--- src/rtl/bitio_pkg.sv ---
package bitio_pkg;
  localparam int SLOT_COUNT = 32;
  localparam int SLOT_W = $clog2(SLOT_COUNT);
  localparam int HALF = SLOT_COUNT / 2;
  localparam int LINE_COUNT = HALF - 1;
  localparam int CODE_W = $clog2(HALF);

  typedef struct packed {
    logic              rdHit;
    logic              wrCtrl;
    logic              wrMask;
    logic              wrPin;
    logic [SLOT_W-1:0] slot;
  } strobe_t;
endpackage

--- src/rtl/bitio_ctrl.sv ---
module bitio_ctrl
  import bitio_pkg::*;
#(
  parameter int ADDR_W = 15,
  parameter int BASE_TAG = 0
) (
  input  logic              clk,
  input  logic              rstN,
  input  logic              sel,
  input  logic              wrEn,
  input  logic [ADDR_W-1:0] bitAddr,
  output strobe_t           strb
);
  localparam int TAG_W = ADDR_W - SLOT_W;
  localparam logic [TAG_W-1:0] TAG = TAG_W'(BASE_TAG);

  logic              hit;
  logic [SLOT_W-1:0] slot;
  logic              upperHalf;

  assign slot      = bitAddr[SLOT_W-1:0];
  assign hit       = sel && (bitAddr[ADDR_W-1:SLOT_W] == TAG);
  assign upperHalf = slot[SLOT_W-1];

  always_comb begin
    strb        = '0;
    strb.slot   = slot;
    strb.rdHit  = hit && !wrEn;
    strb.wrCtrl = hit && wrEn && !upperHalf && (slot == '0);
    strb.wrMask = hit && wrEn && !upperHalf && (slot != '0);
    strb.wrPin  = hit && wrEn && upperHalf;
  end

  AST_ONE_STROBE: assert property (@(posedge clk) disable iff (!rstN)
    $onehot0({strb.rdHit, strb.wrCtrl, strb.wrMask, strb.wrPin}));

  AST_IDLE_QUIET: assert property (@(posedge clk) disable iff (!rstN)
    !sel |-> !(strb.rdHit || strb.wrCtrl || strb.wrMask || strb.wrPin));
endmodule

--- src/rtl/bitio_datapath.sv ---
module bitio_datapath
  import bitio_pkg::*;
(
  input  logic                  clk,
  input  logic                  rstN,
  input  strobe_t               strb,
  input  logic                  wrBit,
  input  logic [LINE_COUNT:1]   intN,
  output logic                  rdBit,
  output logic [HALF-1:0]       pinOut,
  output logic                  intReq,
  output logic [CODE_W-1:0]     intCode
);
  logic [LINE_COUNT:1] maskQ;
  logic [HALF-1:0]     pinQ;
  logic                ctrlQ;
  logic [CODE_W-1:0]   lowSlot;
  logic [HALF-1:0]     levelView;
  logic [HALF-1:0]     maskView;
  logic [LINE_COUNT:1] pending;

  assign lowSlot   = strb.slot[CODE_W-1:0];
  assign levelView = {intN, ctrlQ};
  assign maskView  = {maskQ, 1'b0};

  always_ff @(posedge clk or negedge rstN) begin
    if (!rstN) ctrlQ <= 1'b0;
    else if (strb.wrCtrl) ctrlQ <= wrBit;
  end

  for (genvar n = 1; n <= LINE_COUNT; n++) begin : g_mask
    always_ff @(posedge clk or negedge rstN) begin
      if (!rstN) maskQ[n] <= 1'b0;
      else if (strb.wrMask && lowSlot == CODE_W'(n)) maskQ[n] <= wrBit;
    end
  end

  for (genvar k = 0; k < HALF; k++) begin : g_pin
    always_ff @(posedge clk or negedge rstN) begin
      if (!rstN) pinQ[k] <= 1'b0;
      else if (strb.wrPin && lowSlot == CODE_W'(k)) pinQ[k] <= wrBit;
    end
  end

  assign pending = maskQ & ~intN;

  always_comb begin
    intCode = '0;
    for (int n = LINE_COUNT; n >= 1; n--) begin
      if (pending[n]) intCode = CODE_W'(n);
    end
  end

  assign intReq = |pending;
  assign pinOut = pinQ;

  always_comb begin
    rdBit = 1'b0;
    if (strb.rdHit) begin
      if (strb.slot[SLOT_W-1]) rdBit = pinQ[lowSlot];
      else rdBit = levelView[lowSlot];
    end
  end

  AST_REQ_SOURCE: assert property (@(posedge clk) disable iff (!rstN)
    intReq |-> (maskView[intCode] && !levelView[intCode] && intCode != '0));

  AST_IDLE_CODE: assert property (@(posedge clk) disable iff (!rstN)
    !intReq |-> (intCode == '0));

  AST_MASKED_QUIET: assert property (@(posedge clk) disable iff (!rstN)
    (maskQ == '0) |-> !intReq);

  AST_PIN_HOLD: assert property (@(posedge clk) disable iff (!rstN)
    !strb.wrPin |=> $stable(pinOut));

  AST_MASK_HOLD: assert property (@(posedge clk) disable iff (!rstN)
    !strb.wrMask |=> $stable(maskQ));

  AST_PIN5_SLOT: assert property (@(posedge clk) disable iff (!rstN)
    (strb.wrPin && strb.slot == SLOT_W'(21)) |=> (pinOut[5] == $past(wrBit)));
endmodule

--- src/rtl/bitio_intc.sv ---
module bitio_intc
  import bitio_pkg::*;
#(
  parameter int ADDR_W = 15,
  parameter int BASE_TAG = 0
) (
  input  logic                clk,
  input  logic                rstN,
  input  logic                sel,
  input  logic                wrEn,
  input  logic [ADDR_W-1:0]   bitAddr,
  input  logic                wrBit,
  output logic                rdBit,
  input  logic [LINE_COUNT:1] intN,
  output logic [HALF-1:0]     pinOut,
  output logic                intReq,
  output logic [CODE_W-1:0]   intCode
);
  strobe_t strb;

  bitio_ctrl #(.ADDR_W(ADDR_W), .BASE_TAG(BASE_TAG)) u_ctrl (
    .clk     (clk),
    .rstN    (rstN),
    .sel     (sel),
    .wrEn    (wrEn),
    .bitAddr (bitAddr),
    .strb    (strb)
  );

  bitio_datapath u_dp (
    .clk     (clk),
    .rstN    (rstN),
    .strb    (strb),
    .wrBit   (wrBit),
    .intN    (intN),
    .rdBit   (rdBit),
    .pinOut  (pinOut),
    .intReq  (intReq),
    .intCode (intCode)
  );
endmodule

--- config.mk ---
export PLATFORM = sky130hd
export DESIGN_NAME = bitio_intc
export DESIGN_NICKNAME = d
export VERILOG_FILES = /design/src/rtl/bitio_pkg.sv /design/src/rtl/bitio_ctrl.sv /design/src/rtl/bitio_datapath.sv /design/src/rtl/bitio_intc.sv
export SDC_FILE = /design/constraint.sdc
export NUM_CORES = 1
export LEC_CHECK = 0
export CAP_MARGIN = 15
export CELL_PAD_IN_SITES_DETAIL_PLACEMENT = 0
export CELL_PAD_IN_SITES_GLOBAL_PLACEMENT = 1
export CORE_UTILIZATION = 41
export CTS_BUF_LIST = sky130_fd_sc_hd__clkbuf_4
export CTS_CLUSTER_SIZE = 28
export DETAILED_ROUTE_END_ITERATION = 8
export GPL_ROUTABILITY_DRIVEN = 0
export MAX_ROUTING_LAYER = met4
export PLACE_DENSITY = 0.95
export SLEW_MARGIN = 20
export SYNTH_ARGS = -nofsm -noshare
export SYNTH_HDL_FRONTEND = slang
export SYNTH_HIERARCHICAL = 1
export SYNTH_SLANG_ARGS = --single-unit
--- constraint.sdc ---
create_clock -name clk -period 4.3 [get_ports clk]
set_clock_uncertainty 0.05 [all_clocks]
set_input_delay 0.86 -clock clk [delete_from_list [all_inputs] [get_ports clk]]
set_output_delay 0.86 -clock clk [all_outputs]
set_load 0.02 [all_outputs]
==> results.md <==
* Layout cells sized above 1 at 20.4%
* Reg2Reg Setup Slack at 3410 ps
* Drt via density at 5.28
* CP peak stage delay at 550 ps
* Crit end category: output pin
* DR iter-0 viols at 79
* Hold Crit Class: register to register
* Vias in the first global route at 1625
* DRT Pass-1 Iters at 4
* Cts hold-fix bufs at 0
* Syn Inst Count at 197
* Pin count of the biggest net entering global routing at 33
* GRT met1 Usage at 26.1%
* CP max stage cell: clkdlybuf4s50_1
* WL final at 4810 µm
* Ys async rst share at 100%
* LEAKAGE at 1.18 nW
* Final non-filler cell total at 317
* Highest clock rate at 0.243 GHz
* Post-Syn Area at 2100 µm²
* Max VDD drop at 0.000146 V
* Final setup viols at 0
* Post-DRT Antenna Nets at 0
* Worst-Margin Slew at 998 ps
* Met2 Resource Use GR at 32.5%
* H-tree depth at 2
* Root Driver: clkbuf_4
* Crit path kind: primary input to output pin
* Die X at 73.6 µm
* Tcrit/Tclk final at 95.7%
* Yosys reg bits at 32
* Row count at 25
* Worst path bufs/invs at 3
* Initial antenna violation count at 0
* Max_slew headroom at 33.3%
* Initial Util at 43.7%
* First-pass GRT wire length at 7910 µm
* Worst Path Arrival at 3200 ps
* Placed cells at 310
* Synth warnings at 6
* Post-synth EDFFs at 0
* Bufs on Longest Clock Path at 2
* GRT Total Usage at 20.2%
* Via count at 1675
* Grt peak-use layer: met2
* CTS sink count at 32
* CP required at 3390 ps
* Detailed Place HPWL at 3670 µm
* Final slew viol count at 0
* Unrepaired setup endpoints after global routing: no
* Worst setup SP type: primary input
* Syn Nets at 232
* CP most frequent cell: clkdlybuf4s50_1
* Number of diodes at 0
* Hold Violations, Final at 0
* Ys flop type: dfrtp_1
* Height of the die at 73.6 µm
* Hold_ws at 452 ps
* Critical Path Fanout Max at 20
* Die Footprint at 5420 µm²
* Distinct cells, synth at 36
* Setup_tns at 0 ps
* Seq/Total Area, Yosys at 38.0%
* Cts bufs inserted at 5
* Met3 GRT Util at 4.39%
* Drt drc at 0
* Power density over the cells at 197 nW/µm²
* Max Cap Viol at 0
* Num ports at 57
* Setup Buffers After CTS at 0
* Synth-to-Final Area Change at 30.8%
* Worst skew pair latency at 320 ps
* Cell Chain, Critical Path: clkdlybuf4s50_1 > buf_12 > mux4_2 > mux2_4 > a41oi_2 > o21ai_1 > clkdlybuf4s50_1
* Clk slew on worst S/H paths at 90 ps
* Status: finished clean
* CTS tree: done
* Nets at 285
* Core box area at 4820 µm²
* Synth Area per Inst at 10.7 µm²
* Delay-heaviest family, CP: buffers and inverters
* Routed len/inst at 15.2 µm
* Cts repair resizes at 0
* Tmin final at 4110 ps
* IO Port Bufs at 56
* GR Overflow Total at 0
==> per-stage QoR <==
step                setup slack, ps  util [%]  total power [mW]  cell area, µm²
CTS                             190      57.1             0.552            2750
detailed placement              192      56.2             0.396            2710
global placement                227      56.2             0.395            2710
finish                          187      57.1             0.541            2750
global route                    117      57.1             0.572            2750
floorplan                      1220         -             0.345            2100
==> power breakdown <==
group          total [mW]  internal (mW)  leakage, nW  switching, mW
Combinational      0.0887         0.0476        0.715         0.0410
Sequential          0.301          0.301        0.442      0.0000671
Clock               0.152         0.0570       0.0261         0.0946
==> cell usage after synthesis, drive strengths merged (2+ instances only) <==
| library cell | number | area, µm² |
|---|---|---|
| nor2 | 25 | 93.8 |
| nor4 | 2 | 27.5 |
| nand3b | 2 | 15.0 |
| clkbuf | 4 | 15.0 |
| mux2i | 2 | 20.0 |
| mux4 | 8 | 199 |
| nand2b | 13 | 81.3 |
| nand3 | 8 | 40.0 |
| dfrtp | 32 | 801 |
| nand2 | 13 | 48.8 |
| a21boi | 2 | 15.0 |
| mux2 | 33 | 375 |
| nor3b | 2 | 15.0 |
| nor3 | 9 | 50.1 |
| a21oi | 2 | 10.0 |
| o221ai | 2 | 17.5 |
| nor2b | 13 | 81.3 |
| inv | 3 | 11.3 |
| buf | 10 | 68.8 |
| o21ai | 3 | 15.0 |
==> kinds of logic (layout without fill, tap and decap cells) <==
family | count (synthesis) | in the layout | share of synthesized area, %
DFF | 32 | 32 | 38.1
AOI/OAI and AO/OA | 15 | 15 | 5.47
muxes | 43 | 43 | 28.2
and+or+nand+nor | 90 | 90 | 23.7
buffers and inverters | 17 | 70 | 4.52
==> placed cells by master (no fill, tap or decap), types with 3 or more instances in the layout <==
master           netlist  layout
inv_1                  3       3
clkdlybuf4s50_1        0      56
nor2b_1               13      13
mux2_2                32      32
buf_4                  5       3
mux4_1                 5       5
nor2_1                25      25
nand2_1               13      13
clkbuf_4               0       5
nand3_1                8       8
mux4_2                 3       3
dfrtp_1               32      32
nor3_1                 8       8
nand2b_1              13      13
==> path summary, 6_finish.rpt <==
check	startpoint	end	cells past startpoint
worst min register to register	u_dp/maskQ[12]	u_dp/maskQ[12]	1
min in group asynchronous	rstN	u_dp/pinOut[0]	2
max in group asynchronous	rstN	u_dp/pinOut[4]	2
worst max register to register	u_dp/maskQ[2]	u_dp/maskQ[2]	3
worst max-delay path	bitAddr[0]	rdBit	7
worst min-delay path	u_dp/maskQ[12]	u_dp/maskQ[12]	1
==> cell type report <==
class | instances | area (µm²)
Clock buffer | 5 | 37.5
Inverter | 3 | 11.3
Clock inverter | 2 | 7.51
Tap cell | 67 | 83.8
Multi-Input combinational cell | 148 | 1210
Timing Repair Buffer | 60 | 603
Fill cell | 446 | 2060
Sequential cell | 32 | 801
==> routing by layer <==
| layer | vias to the layer above | part of all wire (%) |
|---|---|---|
| li1 | 818 | - |
| met4 | 0 | 0.31 |
| met5 | - | 0 |
| met2 | 50 | 49 |
| met1 | 805 | 45 |
| met3 | 2 | 5.7 |
==> registers in the layout, indices dropped and copies added, names as in the netlist <==
register	cells
u_dp/pinOut	16
u_dp/maskQ	15
u_dp/ctrlQ	1
Power figures use the tool's default switching activity.
